`src/rtl/pwm_timer_pkg.sv`:
```
package pwm_timer_pkg;

  localparam int OFF_GLOBAL  = 'h08;
  localparam int OFF_CTRL    = 'h10;
  localparam int OFF_COUNT   = 'h14;
  localparam int OFF_MODULO  = 'h18;
  localparam int OFF_CH_CTRL = 'h20;
  localparam int OFF_CH_DUTY = 'h24;
  localparam int CH_STRIDE   = 8;

  localparam logic [1:0] MODE_RUN = 2'b01;

  typedef struct packed {
    logic clr;
    logic msb;
    logic msa;
    logic lvb;
    logic lva;
  } chan_wr_t;

  typedef struct packed {
    logic flag;
    logic msb;
    logic msa;
    logic lvb;
    logic lva;
  } chan_rd_t;

endpackage

```
`src/rtl/pwm_prescaler.sv`:
```
module pwm_prescaler #(
  parameter int PS_W = 3
) (
  input  logic            clk,
  input  logic            rst_n,
  input  logic            run,
  input  logic [PS_W-1:0] ps,
  output logic            tick
);
  localparam int DIV_W = (1 << PS_W) - 1;

  logic [DIV_W-1:0] div_q;
  logic [DIV_W-1:0] limit;

  assign limit = ~({DIV_W{1'b1}} << ps);
  assign tick  = run && (div_q >= limit);

  always_ff @(posedge clk) begin
    if (!rst_n)    div_q <= '0;
    else if (!run) div_q <= '0;
    else if (tick) div_q <= '0;
    else           div_q <= div_q + DIV_W'(1);
  end

  AST_DIV_RESTART: assert property (@(posedge clk) disable iff (!rst_n)
    $rose(run) |-> (div_q == '0));

endmodule

```
`src/rtl/pwm_counter.sv`:
```
module pwm_counter #(
  parameter int CNT_W = 16
) (
  input  logic             clk,
  input  logic             rst_n,
  input  logic             run,
  input  logic             tick,
  input  logic             wr_mod,
  input  logic [CNT_W-1:0] wdata_mod,
  output logic [CNT_W-1:0] cnt,
  output logic [CNT_W-1:0] mod_rd,
  output logic             load
);
  logic [CNT_W-1:0] cnt_q, mod_sh, mod_act;
  logic             wrap;

  assign wrap   = tick && (cnt_q >= mod_act);
  assign load   = wrap || !run;
  assign cnt    = cnt_q;
  assign mod_rd = mod_sh;

  always_ff @(posedge clk) begin
    if (!rst_n) begin
      cnt_q   <= '0;
      mod_sh  <= '1;
      mod_act <= '1;
    end else begin
      if (wr_mod) mod_sh <= wdata_mod;
      if (load)   mod_act <= mod_sh;
      if (tick)   cnt_q <= wrap ? '0 : cnt_q + CNT_W'(1);
    end
  end

  AST_WRAP_ZERO: assert property (@(posedge clk) disable iff (!rst_n)
    (tick && cnt_q >= mod_act) |=> (cnt_q == '0));
  AST_HOLD_NO_TICK: assert property (@(posedge clk) disable iff (!rst_n)
    !tick |=> $stable(cnt_q));

endmodule

```
`src/rtl/pwm_channel.sv`:
```
module pwm_channel
  import pwm_timer_pkg::*;
#(
  parameter int CNT_W = 16
) (
  input  logic             clk,
  input  logic             rst_n,
  input  logic             run,
  input  logic             load,
  input  logic [CNT_W-1:0] cnt,
  input  logic             wr_ctrl,
  input  chan_wr_t         cfg,
  input  logic             wr_duty,
  input  logic [CNT_W-1:0] wdata_duty,
  output chan_rd_t         ctrl_rd,
  output logic [CNT_W-1:0] duty_rd,
  output logic             pwm_o
);
  logic             msb_q, msa_q, lvb_q, lva_q, flag_q, pwm_q;
  logic [CNT_W-1:0] duty_sh, duty_act;
  logic             active, hit, raw;

  assign active = msb_q && !msa_q && (lvb_q || lva_q);
  assign hit    = run && (cnt == duty_act);
  assign raw    = cnt < duty_act;

  always_ff @(posedge clk) begin
    if (!rst_n) begin
      msb_q    <= 1'b0;
      msa_q    <= 1'b0;
      lvb_q    <= 1'b0;
      lva_q    <= 1'b0;
      flag_q   <= 1'b0;
      duty_sh  <= '0;
      duty_act <= '0;
      pwm_q    <= 1'b0;
    end else begin
      if (wr_ctrl) begin
        msb_q <= cfg.msb;
        msa_q <= cfg.msa;
        lvb_q <= cfg.lvb;
        lva_q <= cfg.lva;
      end
      if (hit)                     flag_q <= 1'b1;
      else if (wr_ctrl && cfg.clr) flag_q <= 1'b0;
      if (wr_duty) duty_sh <= wdata_duty;
      if (load)    duty_act <= duty_sh;
      if (!active)    pwm_q <= 1'b0;
      else if (lvb_q) pwm_q <= raw;
      else            pwm_q <= !raw;
    end
  end

  assign ctrl_rd = '{flag: flag_q, msb: msb_q, msa: msa_q, lvb: lvb_q, lva: lva_q};
  assign duty_rd = duty_sh;
  assign pwm_o   = pwm_q;

  AST_OFF_LOW: assert property (@(posedge clk) disable iff (!rst_n)
    !active |=> !pwm_q);
  AST_ZERO_DUTY_IDLE: assert property (@(posedge clk) disable iff (!rst_n)
    (active && duty_act == '0) |=> (pwm_q == !$past(lvb_q)));
  AST_FLAG_ON_HIT: assert property (@(posedge clk) disable iff (!rst_n)
    hit |=> flag_q);

endmodule

```
`src/rtl/pwm_shared_timer.sv`:
```
module pwm_shared_timer
  import pwm_timer_pkg::*;
#(
  parameter int NUM_CH = 2,
  parameter int CNT_W  = 16,
  parameter int PS_W   = 3,
  parameter int ADDR_W = 8
) (
  input  logic              clk,
  input  logic              rst_n,
  input  logic [ADDR_W-1:0] bus_addr,
  input  logic              wr_en,
  input  logic [31:0]       wr_data,
  input  logic              rd_en,
  output logic [31:0]       rd_data,
  output logic [NUM_CH-1:0] pwm_out
);
  localparam int MODE_LSB = PS_W;

  logic [PS_W-1:0]  ps_q;
  logic [1:0]       mode_q;
  logic             run, tick, load;
  logic [CNT_W-1:0] cnt, mod_rd;
  logic [31:0]      rd_next, rd_q;
  logic             wr_ctrl, wr_mod;

  logic [NUM_CH-1:0] wr_ch_ctrl, wr_ch_duty;
  chan_rd_t          ch_ctrl_rd [NUM_CH];
  logic [CNT_W-1:0]  ch_duty_rd [NUM_CH];
  chan_wr_t          cfg;

  logic unused_bits;
  assign unused_bits = ^{wr_data[31:CNT_W], wr_data[6], wr_data[1:0]};

  assign run     = (mode_q == MODE_RUN);
  assign wr_ctrl = wr_en && (bus_addr == ADDR_W'(OFF_CTRL));
  assign wr_mod  = wr_en && (bus_addr == ADDR_W'(OFF_MODULO));
  assign cfg     = '{clr: wr_data[7], msb: wr_data[5], msa: wr_data[4],
                     lvb: wr_data[3], lva: wr_data[2]};

  always_ff @(posedge clk) begin
    if (!rst_n) begin
      ps_q   <= '0;
      mode_q <= 2'b00;
    end else if (wr_ctrl) begin
      ps_q   <= wr_data[PS_W-1:0];
      mode_q <= wr_data[MODE_LSB+1:MODE_LSB];
    end
  end

  pwm_prescaler #(.PS_W(PS_W)) u_pre (
    .clk(clk), .rst_n(rst_n), .run(run), .ps(ps_q), .tick(tick)
  );

  pwm_counter #(.CNT_W(CNT_W)) u_cnt (
    .clk(clk), .rst_n(rst_n), .run(run), .tick(tick),
    .wr_mod(wr_mod), .wdata_mod(wr_data[CNT_W-1:0]),
    .cnt(cnt), .mod_rd(mod_rd), .load(load)
  );

  for (genvar g = 0; g < NUM_CH; g++) begin : g_ch
    assign wr_ch_ctrl[g] = wr_en && (bus_addr == ADDR_W'(OFF_CH_CTRL + g*CH_STRIDE));
    assign wr_ch_duty[g] = wr_en && (bus_addr == ADDR_W'(OFF_CH_DUTY + g*CH_STRIDE));

    pwm_channel #(.CNT_W(CNT_W)) u_ch (
      .clk(clk), .rst_n(rst_n), .run(run), .load(load), .cnt(cnt),
      .wr_ctrl(wr_ch_ctrl[g]), .cfg(cfg),
      .wr_duty(wr_ch_duty[g]), .wdata_duty(wr_data[CNT_W-1:0]),
      .ctrl_rd(ch_ctrl_rd[g]), .duty_rd(ch_duty_rd[g]), .pwm_o(pwm_out[g])
    );
  end

  always_comb begin
    rd_next = '0;
    if (bus_addr == ADDR_W'(OFF_CTRL))
      rd_next = 32'({mode_q, ps_q});
    else if (bus_addr == ADDR_W'(OFF_COUNT))
      rd_next = 32'(cnt);
    else if (bus_addr == ADDR_W'(OFF_MODULO))
      rd_next = 32'(mod_rd);
    else if (bus_addr == ADDR_W'(OFF_GLOBAL))
      rd_next = '0;
    for (int i = 0; i < NUM_CH; i++) begin
      if (bus_addr == ADDR_W'(OFF_CH_CTRL + i*CH_STRIDE))
        rd_next = 32'({ch_ctrl_rd[i].flag, 1'b0, ch_ctrl_rd[i].msb, ch_ctrl_rd[i].msa,
                       ch_ctrl_rd[i].lvb, ch_ctrl_rd[i].lva, 2'b00});
      if (bus_addr == ADDR_W'(OFF_CH_DUTY + i*CH_STRIDE))
        rd_next = 32'(ch_duty_rd[i]);
    end
  end

  always_ff @(posedge clk) begin
    if (!rst_n)     rd_q <= '0;
    else if (rd_en) rd_q <= rd_next;
  end

  assign rd_data = rd_q;

  AST_STOP_NO_TICK: assert property (@(posedge clk) disable iff (!rst_n)
    !run |-> !tick);

endmodule

```
`config.mk`:
```
export PLATFORM = sky130hd
export DESIGN_NAME = pwm_shared_timer
export DESIGN_NICKNAME = d
export VERILOG_FILES = /design/src/rtl/pwm_timer_pkg.sv /design/src/rtl/pwm_prescaler.sv /design/src/rtl/pwm_counter.sv /design/src/rtl/pwm_channel.sv /design/src/rtl/pwm_shared_timer.sv
export SDC_FILE = /design/constraint.sdc
export NUM_CORES = 1
export LEC_CHECK = 0
export BUFFER_PORTS_ARGS = -buffer_cell sky130_fd_sc_hd__buf_4
export CORE_MARGIN = 1.5
export CORE_UTILIZATION = 60
export DETAILED_ROUTE_END_ITERATION = 7
export PLACE_DENSITY = 0.81
export SYNTH_ARGS = -nofsm -noshare
export SYNTH_HDL_FRONTEND = slang
export SYNTH_SLANG_ARGS = --single-unit
```
`constraint.sdc`:
```
create_clock -name clk -period 3.4 [get_ports clk]
set_input_delay 0.85 -clock clk [delete_from_list [all_inputs] [get_ports clk]]
set_output_delay 0.85 -clock clk [all_outputs]
set_load 0.01 [all_outputs]
```
# Word-level counts from Yosys, hierarchy flattened
# Index checks and enable logic that the tools add are counted.
classes:
  add_sub_neg: 2
  magnitude_cmp: 4
  n_eq_ne: 10
  n_shift: 1
  mux: 14
  bitwise_logic: 3
  reduce_logical: 29
op_table:
  columns: ["cell", "n"]
  rows:
  - ["$mux 32", 4]
  - ["$mux 16", 4]
  - ["$eq 16x16->1", 2]
  - ["$eq 8x6->1 const B", 4]
  - ["$lt 16x16->1", 2]
  - ["$eq 8x5->1 const B", 3]
  - ["$add 16x1->16 const B", 1]
  - ["$ge 16x16->1", 1]
  - ["$logic_and 1x1->1", 16]
  - ["$add 7x1->7 const B", 1]
  - ["$ge 7x7->1", 1]
  - ["$not 7->7", 1]
  - ["$shl 7x3->7 const A", 1]
  - ["$mux 1", 6]
  - ["$logic_not 1->1", 5]
  - ["$reduce_and 2->1", 2]
  - ["$reduce_bool 2->1", 2]
  - ["$logic_or 1x1->1", 3]
  - ["$reduce_or 3->1", 1]
  - ["$eq 2x1->1 const B", 1]
  - ["$not 1->1", 2]
totals:
  ff_bits: 168
  out_inout_bits: 34

# Logic depth before layout (Yosys ltp)
# Gate-level depths: netlist of the first run.
logic_depth:
  ltp_word: 8
  ltp_mapped: 11
  mapped_depth_nobuf: 8

# By module
# Synthesis of the first run repeated with hierarchy kept, for this count alone.
unflattened:
  cells_unflattened: 859
  area_unflattened_um2: 8281.7
modules_own_cells:
  columns: ["mod", "instances", "cells_per_inst", "area_each_um2", "seq_area_each_um2"]
  rows:
  - ["pwm_channel", 2, 188, 1895.6, 760.7]
  - ["pwm_counter", 1, 228, 2217.1, 960.9]
  - ["pwm_shared_timer", 1, 203, 1790.5, 420.4]
  - ["pwm_prescaler", 1, 52, 483.0, 140.1]

# Least setup slack after synthesis of the first run
# No wires, ideal clock.
synth_timing:
  path_type: "input to register"
  from: "input port bus_addr[7]"
  to: "register ps_q[1]"
  arrival_time_ps: 2428
  t_required_ps: 3268
  path_slack_ps: 840
  stages: 6
  cell_sequence: "or4_4 > or3b_2 > nor3_4 > nand2_1 > nand2_1 > a21oi_1"
synth_between:
  elab_chain_len: 2
synth_lines:
  columns: ["item", "line_no", "text"]
  rows:
  - ["start, declared", "pwm_shared_timer.sv:11", "input logic [ADDR_W-1:0] bus_addr,"]
  - ["$eq 8x5->1", "pwm_shared_timer.sv:36", "assign wr_ctrl = wr_en && (bus_addr == ADDR_W'(OFF_CTRL));"]
  - ["$logic_and 1x1->1", "pwm_shared_timer.sv:36", null]
  - ["end signal, assigned", "pwm_shared_timer.sv:46", "ps_q <= wr_data[PS_W-1:0];"]
  - ["end, declared", "pwm_shared_timer.sv:20", "logic [PS_W-1:0] ps_q;"]
# Every way passes these cells.
# A chain may end at the register's enable or synchronous reset.

# Final worst setup path of the first run
layout_timing:
  from: "register ps_q[1]"
  to: "register u_cnt.cnt_q[7] (netlist: u_cnt.cnt[7])"
layout_between:
  elab_chain_len: 6
layout_lines:
  columns: ["item", "line_no", "text"]
  rows:
  - ["$shl 7x3->7 *", "pwm_prescaler.sv:15", "assign limit = ~({DIV_W{1'b1}} << ps);"]
  - ["$not 7->7 *", "pwm_prescaler.sv:15", null]
  - ["$ge 7x7->1 *", "pwm_prescaler.sv:16", "assign tick = run && (div_q >= limit);"]
  - ["$logic_and 1x1->1 *", "pwm_prescaler.sv:16", null]
  - ["$logic_and 1x1->1", "pwm_counter.sv:17", "assign wrap = tick && (cnt_q >= mod_act);"]
  - ["$mux 16", "pwm_counter.sv:30", "if (tick) cnt_q <= wrap ? '0 : cnt_q + CNT_W'(1);"]
  - ["end signal, assigned", "pwm_counter.sv:30", null]
  - ["end, declared", "pwm_counter.sv:14", "logic [CNT_W-1:0] cnt_q, mod_sh, mod_act;"]
# Mark *: on every way between the ends. The rest lies on a longest branch, timed or not.

==> impl_metrics.yaml, run 1 <==
routing:
  ant_nets: 0
  vias: 6966
  via_per_inst: 5.97
  wl_um: 20400
  drtIter0Drc: 645
  dr.pass1.iters: 6
  routedWlPerCell_um: 17.5
  drcViolationCount: 0
critical_path:
  crit_required_ns: 3.67
  cpPeakStageDelay_ns: 0.94
  r2r_end: "u_cnt.cnt[7]"
  critPathMaxFanout: 11
  r2r_start: "ps_q[1]"
  reg2reg_slack_ns: 0.37
  critPathSlowestCell: "o21ai_0"
  critPathKind: "reg -> reg"
  critical_path_arrival_ns: 3.29
  worstPathCellList: "or3_1 > ha_1 > nor2b_1 > o21ai_0 > o21bai_1 > or2_1 > o21ai_0 > nor2_1"
  cp_num_buf_inv: 0
  endpoint_kind: "flip-flop"
  cp-startpoint: "ps_q[1]"
  cpMostUsedCell: "o21ai_0"
  worst_setup_path_start_kind: "flip-flop"
  path_delay_family: "compound AO/OA/AOI/OAI gates"
  reg2reg_depth: 8
yosys:
  synth_edf_count: 0
  synthCells: 954
  ys_warn_count: 0
  yosys.area.top_type: "dfxtp_1"
  netlist.area_leader.share_pct: 38.6
  yosysSeqAreaShare_pct: 38.6
  syn_avg_cell_area_sq_um: 8.26
  async_flop_share_pct: 0
  synthesis.area_sq_um: 7880
  yosysMostFrequentCell: "nand2_1"
  synth_common_cells: "nand2_1 (190), dfxtp_1 (152), inv_1 (67)"
  ys_ff_latch: 152
  synth_area_leaders: "dfxtp_1 (39%), ha_1 (9.1%), nand2_1 (9.1%)"
  ys_types: 60
  ys.flop_type: "dfxtp_1"
worst_hold_path:
  hp-class: "reg -> reg"
  min_to: "g_ch[0].u_ch.pwm_o"
  whs_path_depth: 1
  hp-start: "g_ch[0].u_ch.msa_q"
clock_tree:
  path_clk_slew_ns: 0.06
  cts_sinks: 152
  root_buffer: "clkbuf_16"
  htreeDepth: 4
  ctsHoldBuffers: 0
  postCtsSetupBuffers: 0
  cts_made_buffers: 17
  cts_buffer_depth: 2
  cts_tree: "yes"
  post_cts_resized: 0
  clkLatencyLatePin_ns: 0.43
layout:
  design_area_sq_um: 8840
  nets: 1083
  finalNonFillerCells: 1166
  antennaDiodeCount: 0
  drive_above_1_share_pct: 10.5
  synthToLayoutAreaGrowth_pct: 12.2
placement:
  placed_cells: 1135
  dp_slack_ns: 0.408
  port_buffers: 45
  place_area_sq_um: 8280
  place_congestion: 0.855
  dp_hpwl_um: 14200
sta:
  period_share_pct: 89.0
  tns_ns: 0
  fmax_ghz: 0.330
  hold_violations: 0
  period_minus_slack_ns: 3.03
  slew_viol_final: 0
  final.setup.worst_slack_ns: 0.373
  finClkSkew_ns: 0.00958
  rsz0062_at_grt: "no"
  tightest_slew_ns: 1.19
  setup_viol: 0
  slew_headroom_pct: 19.5
power:
  p_leak_nw: 3.55
  powerDensity_nw_per_um2: 424
  ir_drop_uv: 398
global_route:
  grt_usage_pct: 29.9
  grt_max_degree: 51
  grt_pass1_vias: 6383
  antenna_found_initial: 0
  gr-total-overflow: 0
  grt_first_pass_wirelength_um: 32900
job:
  drv_cap: 0
floorplanning:
  start_util_pct: 61.9
  num_rows: 41
  ioPinCount: 78
  fp.dieArea_sq_um: 13800
  die_h_um: 118
  core-area_sq_um: 12700
  die_w_um: 118
status:
  status: "completed"
-- layout by cell type (no fill, tap or decap), types with 9 or more instances in the layout --
| cell type | instances |
|---|---|
| a222oi_1 | 11 |
| and3_1 | 11 |
| clkbuf_16 | 17 |
| o21ai_0 | 44 |
| dfxtp_1 | 152 |
| nor2b_1 | 15 |
| xnor2_1 | 14 |
| conb_1 | 16 |
| nor2_1 | 45 |
| inv_1 | 67 |
| nor3_1 | 13 |
| a31oi_1 | 9 |
| a21oi_1 | 60 |
| buf_4 | 65 |
| o211ai_1 | 52 |
| nand2_1 | 190 |
| nand3_1 | 20 |
| ha_1 | 57 |
| mux2i_1 | 48 |
-- report_power, final --
group / total, mW / internal, mW / leakage, nW / switching (mW)
logic: 0.153 / 0.0519 / 2.06 / 0.101
clock network: 1.80 / 1.04 / 0.270 / 0.753
registers: 1.80 / 1.79 / 1.23 / 0.00556
-- state kept, by name, indices dropped and copies added (netlist names), 3 cells and up --
| name | cells |
|---|---|
| g_ch.u_ch.duty_act | 32 |
| g_ch.u_ch.duty_rd | 32 |
| ps_q | 3 |
| rd_data | 16 |
| u_cnt.cnt | 16 |
| u_cnt.mod_act | 16 |
| u_cnt.mod_rd | 16 |
| u_pre.div_q | 7 |
-- worst reg2reg max path, stage by stage (launching register included) --
cell and delay, ns:
dfxtp_1 0.38, or3_1 0.41, ha_1 0.30, nor2b_1 0.05, o21ai_0 0.27, o21bai_1 0.14
or2_1 0.26, o21ai_0 0.94, nor2_1 0.12
-- area by class of cell --
type	instances	area, sq um
Tap cell	172	215
Sequential cell	152	3040
Inverter	68	255
Timing Repair Buffer	67	528
Fill cell	1053	3880
Clock buffer	21	460
Clock inverter	10	95.1
Multi-Input combinational cell	676	4240
-- how the worst max path moves through the flow --
| stage | end | slack, ns | depth (start not counted) |
|---|---|---|---|
| global route | u_cnt.cnt[15] | 0.14 | 8 |
| detailed placement | g_ch[0].u_ch.duty_rd[7] | 0.41 | 8 |
| global placement | g_ch[0].u_ch.duty_rd[8] | 0.45 | 8 |
| floorplan | ps_q[1] | 0.84 | 6 |
| CTS | u_cnt.cnt[12] | 0.35 | 8 |
| finish | u_cnt.cnt[7] | 0.37 | 8 |
-- stage by stage --
stage | utilization, % | hold slack [ns] | total power, mW
6_report | 69.5 | 0.453 | 3.75
2_1_floorplan | - | 0.415 | 1.93
3_3_place_gp | 65.1 | 0.439 | 1.99
4_1_cts | 69.5 | 0.450 | 3.74
3_5_place_dp | 65.1 | 0.441 | 1.99
5_1_grt | 69.5 | 0.472 | 3.84
-- layer usage --
layer | global-route usage [%] | vias up | share of wire [%]
li1 | - | 3344 | -
met1 | 39.4 | 3262 | 43
met2 | 46.1 | 298 | 45
met3 | 7.95 | 62 | 8.7
met4 | 13.5 | 0 | 4.0
met5 | 0 | - | 0
-- cell families after synthesis --
group / Yosys count / share of synthesized area [%]
adder cells (fa/ha/maj): 57 / 9.05
multiplexers: 50 / 6.53
AO/OA/AOI/OAI: 206 / 16.9
XOR/XNOR: 16 / 1.78
AND/OR/NAND/NOR: 331 / 18.9
flip-flops: 152 / 38.6
other: 1 / 0.0476
buffers and inverters: 141 / 8.24
(Power assumes the default switching activity.)
==> inputs of run 2 (changes only) <==
- ABC_AREA: not set -> 1
==> impl_metrics.yaml, run 2 <==
status:
  status: "completed"
placement:
  dp_hpwl_um: 14800
  place_congestion: 0.906
  dp_slack_ns: 0.657
  port_buffers: 45
  placed_cells: 1350
layout:
  finalNonFillerCells: 1382
  post-route-util_pct: 68.7
  drive_above_1_share_pct: 9.45
  regArea_sq_um: 3040
  multi_input_area_sq_um: 4270
  synthToLayoutAreaGrowth_pct: 11.1
  nets: 1294
  fillers: 1146
  antennaDiodeCount: 0
  mostFrequentLayoutCell: "nand2_1"
  final_cell_mix: "nand2_1 (223), dfxtp_1 (152), inv_1 (141), nor2_1 (132), nand3_1 (117)"
floorplanning:
  num_rows: 42
  die_h_um: 120
  fp.dieArea_sq_um: 14400
  ioPinCount: 78
  start_util_pct: 61.8
  core-area_sq_um: 13300
  die_w_um: 120
routing:
  vias: 7748
  met3_length_um: 1840
  dr.pass1.iters: 6
  wirelength_met1_um: 9460
  drcViolationCount: 0
  via_per_inst: 5.61
  highest_layer: "met5"
  dr_wl_met2_um: 9660
  routedWlPerCell_um: 15.6
  wl_um: 21500
  ant_nets: 0
  drtIter0Drc: 734
yosys:
  yosys.area.top_type: "dfxtp_1"
  ys_types: 37
  ys_ff_latch: 152
  synth_area_leaders: "dfxtp_1 (37%), nand2_1 (10%), ha_1 (8.7%)"
  synthCells: 1174
  synthesis.area_sq_um: 8220
  yosysMostFrequentCell: "nand2_1"
  syn_avg_cell_area_sq_um: 7.00
  netlist.area_leader.share_pct: 37.0
  ys.flop_type: "dfxtp_1"
  ys_warn_count: 0
  synth_common_cells: "nand2_1 (223), dfxtp_1 (152), inv_1 (141)"
  async_flop_share_pct: 0
  synth_edf_count: 0
  yosysSeqAreaShare_pct: 37.0
global_route:
  antenna_found_initial: 1
  grt_pass1_vias: 7033
  grt_first_pass_wirelength_um: 34900
  gr-total-overflow: 0
  grt_usage_pct: 30.9
  grt_max_degree: 67
sta:
  tightest_slew_ns: 1.07
  holdWs_ns: 0.461
  slew_viol_final: 0
  period_minus_slack_ns: 2.62
  fmax_ghz: 0.382
  hold_violations: 0
  slew_headroom_pct: 28.6
  rsz0062_at_grt: "no"
  setup_viol: 0
  period_share_pct: 77.1
  final.setup.worst_slack_ns: 0.779
  tns_ns: 0
  finClkSkew_ns: 0.00638
power:
  p_leak_nw: 4.23
  ir_drop_uv: 343
  powerDensity_nw_per_um2: 431
clock_tree:
  path_clk_slew_ns: 0.06
  cts_sinks: 152
  cts_made_buffers: 17
  postCtsSetupBuffers: 0
  ctsHoldBuffers: 0
  clkLatencyLatePin_ns: 0.43
  cts_tree: "yes"
  htreeDepth: 4
  post_cts_resized: 0
  cts_buffer_depth: 2
  root_buffer: "clkbuf_16"
worst_hold_path:
  hp-class: "reg -> reg"
  whs_path_depth: 2
critical_path:
  worst_setup_path_start_kind: "flip-flop"
  endpoint_kind: "flip-flop"
  critPathMaxFanout: 44
  reg2reg_slack_ns: 0.78
  crit_required_ns: 3.72
  reg2reg_depth: 12
  critical_path_arrival_ns: 2.94
  critPathKind: "reg -> reg"
job:
  drv_cap: 0
## run 2: cell types whose count changed in the layout (fill, tap and decap cells not counted), moves of 11 or more
cell / change
nor2_1: +87
a222oi_1: -11
nand3_1: +97
nand2_1: +33
and3_1: -11
nor2b_1: -15
mux2i_1: -48
a21oi_1: +54
o21ai_0: +24
xnor2_1: -12
o211ai_1: -42
inv_1: +74
## run 2: worst paths after layout
path / from / endpoint
max reg2reg: ps_q[2] / g_ch[0].u_ch.duty_act[4]
max: ps_q[2] / g_ch[0].u_ch.duty_act[4]
min: u_cnt.mod_rd[13] / u_cnt.mod_act[13]
min reg2reg: u_cnt.mod_rd[13] / u_cnt.mod_act[13]
## run 2: critical path: stages (launching register included)
cell and delay, ns:
dfxtp_1 0.47, nand3_1 0.12, ha_1 0.33, a21o_1 0.19, nor2_1 0.12, nand3_2 0.17
nand2_2 0.12, inv_2 0.08, nand2_2 0.16, buf_4 0.44, nand3_1 0.15, nand2_1 0.10
nor2_1 0.04
## run 2: cell families (layout without fill, tap and decap cells)
| family | Yosys count | count (layout) | share of synthesized area [%] |
|---|---|---|---|
| AO/OA/AOI/OAI | 216 | 216 | 14.0 |
| XOR/XNOR | 7 | 7 | 0.746 |
| adder cells (fa/ha/maj) | 57 | 57 | 8.68 |
| buffers and inverters | 219 | 236 | 11.8 |
| flip-flops | 152 | 152 | 37.0 |
| other | 1 | 16 | 0.0456 |
| AND/OR/NAND/NOR | 522 | 522 | 27.7 |
## run 2: per-layer routing
layer | global-route usage, % | vias up
met5 | 0 | -
met4 | 13.5 | 2
met3 | 6.84 | 45
met2 | 47.5 | 314
met1 | 41.8 | 3551
li1 | - | 3836
## run 2: cell type report
class / instances / area share (%)
repair buffers: 57 / 4.82
clock inverters: 12 / 1.62
inverters: 147 / 6.04
flip-flops and latches: 152 / 33.3
multi-input cells: 818 / 46.7
well taps: 176 / 2.41
clock buffers: 20 / 5.11
## run 2: power by group
| group | internal (mW) | switching [mW] | leakage (nW) |
|---|---|---|---|
| combinational | 0.0601 | 0.120 | 2.70 |
| clock | 1.21 | 0.749 | 0.302 |
| sequential | 1.79 | 0.00675 | 1.23 |
| total | 3.06 | 0.876 | 4.23 |
## run 2: through the flow
step                      power, mW  instance area [sq um]
after CTS                      3.94                   9140
final                          3.94                   9140
after global placement         2.01                   8520
after global routing           4.06                   9140
after floorplan                1.95                   8280
after detailed placement       2.01                   8520
==> inputs of run 3 (changes only) <==
- ABC_AREA: 1 -> 0
- clock period: 3.4 -> 2.7 ns (I/O delays scaled with it)
==> impl_metrics.yaml, run 3 (synthesis gave the netlist of run 1 again) <==
sta:
  setup_viol: 0
  hold_violations: 0
  tns_ns: 0
  slew_headroom_pct: 60.9
  tightest_slew_ns: 0.586
  holdWs_ns: 0.457
  final.setup.worst_slack_ns: 0.165
  finClkSkew_ns: 0.00569
  rsz0062_at_grt: "no"
  period_share_pct: 93.9
  period_minus_slack_ns: 2.53
  fmax_ghz: 0.395
  slew_viol_final: 0
power:
  switchingPower_mw: 1.09
  p_seq_share_pct: 46.7
  powerDensity_nw_per_um2: 535
  p_leak_nw: 3.68
  internal_power_mw: 3.76
  pwr-share-comb_pct: 4.1
  ir_drop_uv: 448
  power_switching_share_pct: 22.6
  clkPwrFrac_pct: 49.2
clock_tree:
  path_clk_slew_ns: 0.06
  root_buffer: "clkbuf_16"
  postCtsSetupBuffers: 0
  cts_buffer_depth: 2
  htreeDepth: 4
  cts_made_buffers: 17
  clkLatencyLatePin_ns: 0.43
  cts_tree: "yes"
  cts_sinks: 152
placement:
  placed_cells: 1154
  dp_hpwl_um: 14600
  port_buffers: 45
  place_congestion: 0.899
  dp_slack_ns: 0.0438
routing:
  via_per_inst: 5.93
  drtIter0Drc: 804
  routedWlPerCell_um: 17.6
  ant_nets: 0
  wl_um: 20800
  drcViolationCount: 0
  vias: 7031
  dr.pass1.iters: 7
job:
  drv_cap: 0
global_route:
  grt_pass1_vias: 6697
  grt_max_degree: 51
  antenna_found_initial: 0
  grt_usage_pct: 30.5
  gr-total-overflow: 0
  grt_first_pass_wirelength_um: 33600
layout:
  antennaDiodeCount: 0
  drive_above_1_share_pct: 12.5
  synthToLayoutAreaGrowth_pct: 15.1
  nets: 1102
  final_cell_mix: "nand2_1 (190), dfxtp_1 (149), buf_4 (80), inv_1 (67), a21oi_1 (60)"
  finalNonFillerCells: 1185
  mostFrequentLayoutCell: "nand2_1"
critical_path:
  reg2reg_depth: 8
  reg2reg_slack_ns: 0.17
  critPathKind: "reg -> reg"
  endpoint_kind: "flip-flop"
  worst_setup_path_start_kind: "flip-flop"
  critical_path_arrival_ns: 2.89
  crit_required_ns: 3.05
  critPathMaxFanout: 8
floorplanning:
  ioPinCount: 78
  die_h_um: 118
  start_util_pct: 61.9
  num_rows: 41
  fp.dieArea_sq_um: 13800
  core-area_sq_um: 12700
  die_w_um: 118
status:
  status: "completed"
worst_hold_path:
  whs_path_depth: 2
  hp-class: "reg -> reg"
## run 3: critical path, cell delays in order, from the launching register on
cell and delay [ns]:
dfxtp_2 0.36, or3_1 0.39, ha_1 0.28, nor2b_1 0.10, o21ai_1 0.13, a21o_1 0.22, a211o_1 0.28, a2111o_1 0.53
nor2_1 0.16
## run 3: final cells by class
| cell class | count | area [sq um] |
|---|---|---|
| timing repair buffer | 86 | 721 |
| clock buffer | 21 | 470 |
| tap | 172 | 215 |
| inverter | 68 | 255 |
| multi-input combinational | 676 | 4240 |
| sequential | 152 | 3050 |
| clock inverter | 10 | 119 |
| fill | 1006 | 3650 |
## run 3: routing by layer
| metal | track usage, % | routed length, um |
|---|---|---|
| met5 | 0 | 0 |
| met4 | 12.5 | 525 |
| met3 | 5.77 | 1880 |
| met2 | 48.9 | 9620 |
| met1 | 40.5 | 8820 |
## run 3: power by group through the flow
stage          clock network, mW  registers (mW)  logic (mW)
5_1_grt                     2.49            2.26       0.214
3_3_place_gp                   0            2.31       0.194
4_1_cts                     2.40            2.26       0.197
2_1_floorplan                  0            2.32       0.112
6_report                    2.39            2.26       0.200
3_5_place_dp                   0            2.31       0.195
## run 3: path summary, 6_finish.rpt
path,startpoint,to
hold / removal,g_ch[1].u_ch.duty_act[15],g_ch[1].u_ch.duty_act[15]
setup reg to reg,ps_q[1],u_pre.div_q[4]
setup / recovery,ps_q[1],u_pre.div_q[4]
hold reg to reg,g_ch[1].u_ch.duty_act[15],g_ch[1].u_ch.duty_act[15]
## run 3: metrics by stage
step                area (sq um)  total power [mW]  util (%)
floorplan                   7930              2.43         -
global placement            8480              2.51      66.6
detailed placement          8480              2.51      66.6
CTS                         9060              4.86      71.3
global route                9070              4.97      71.3
finish                      9070              4.85      71.3
## run 3: timing repair
item / 4_1_cts / 5_1_grt
gates resized for setup: 0 / 4
endpoints found under the setup margin: 0 / 69
hold buffers: 0 / 0
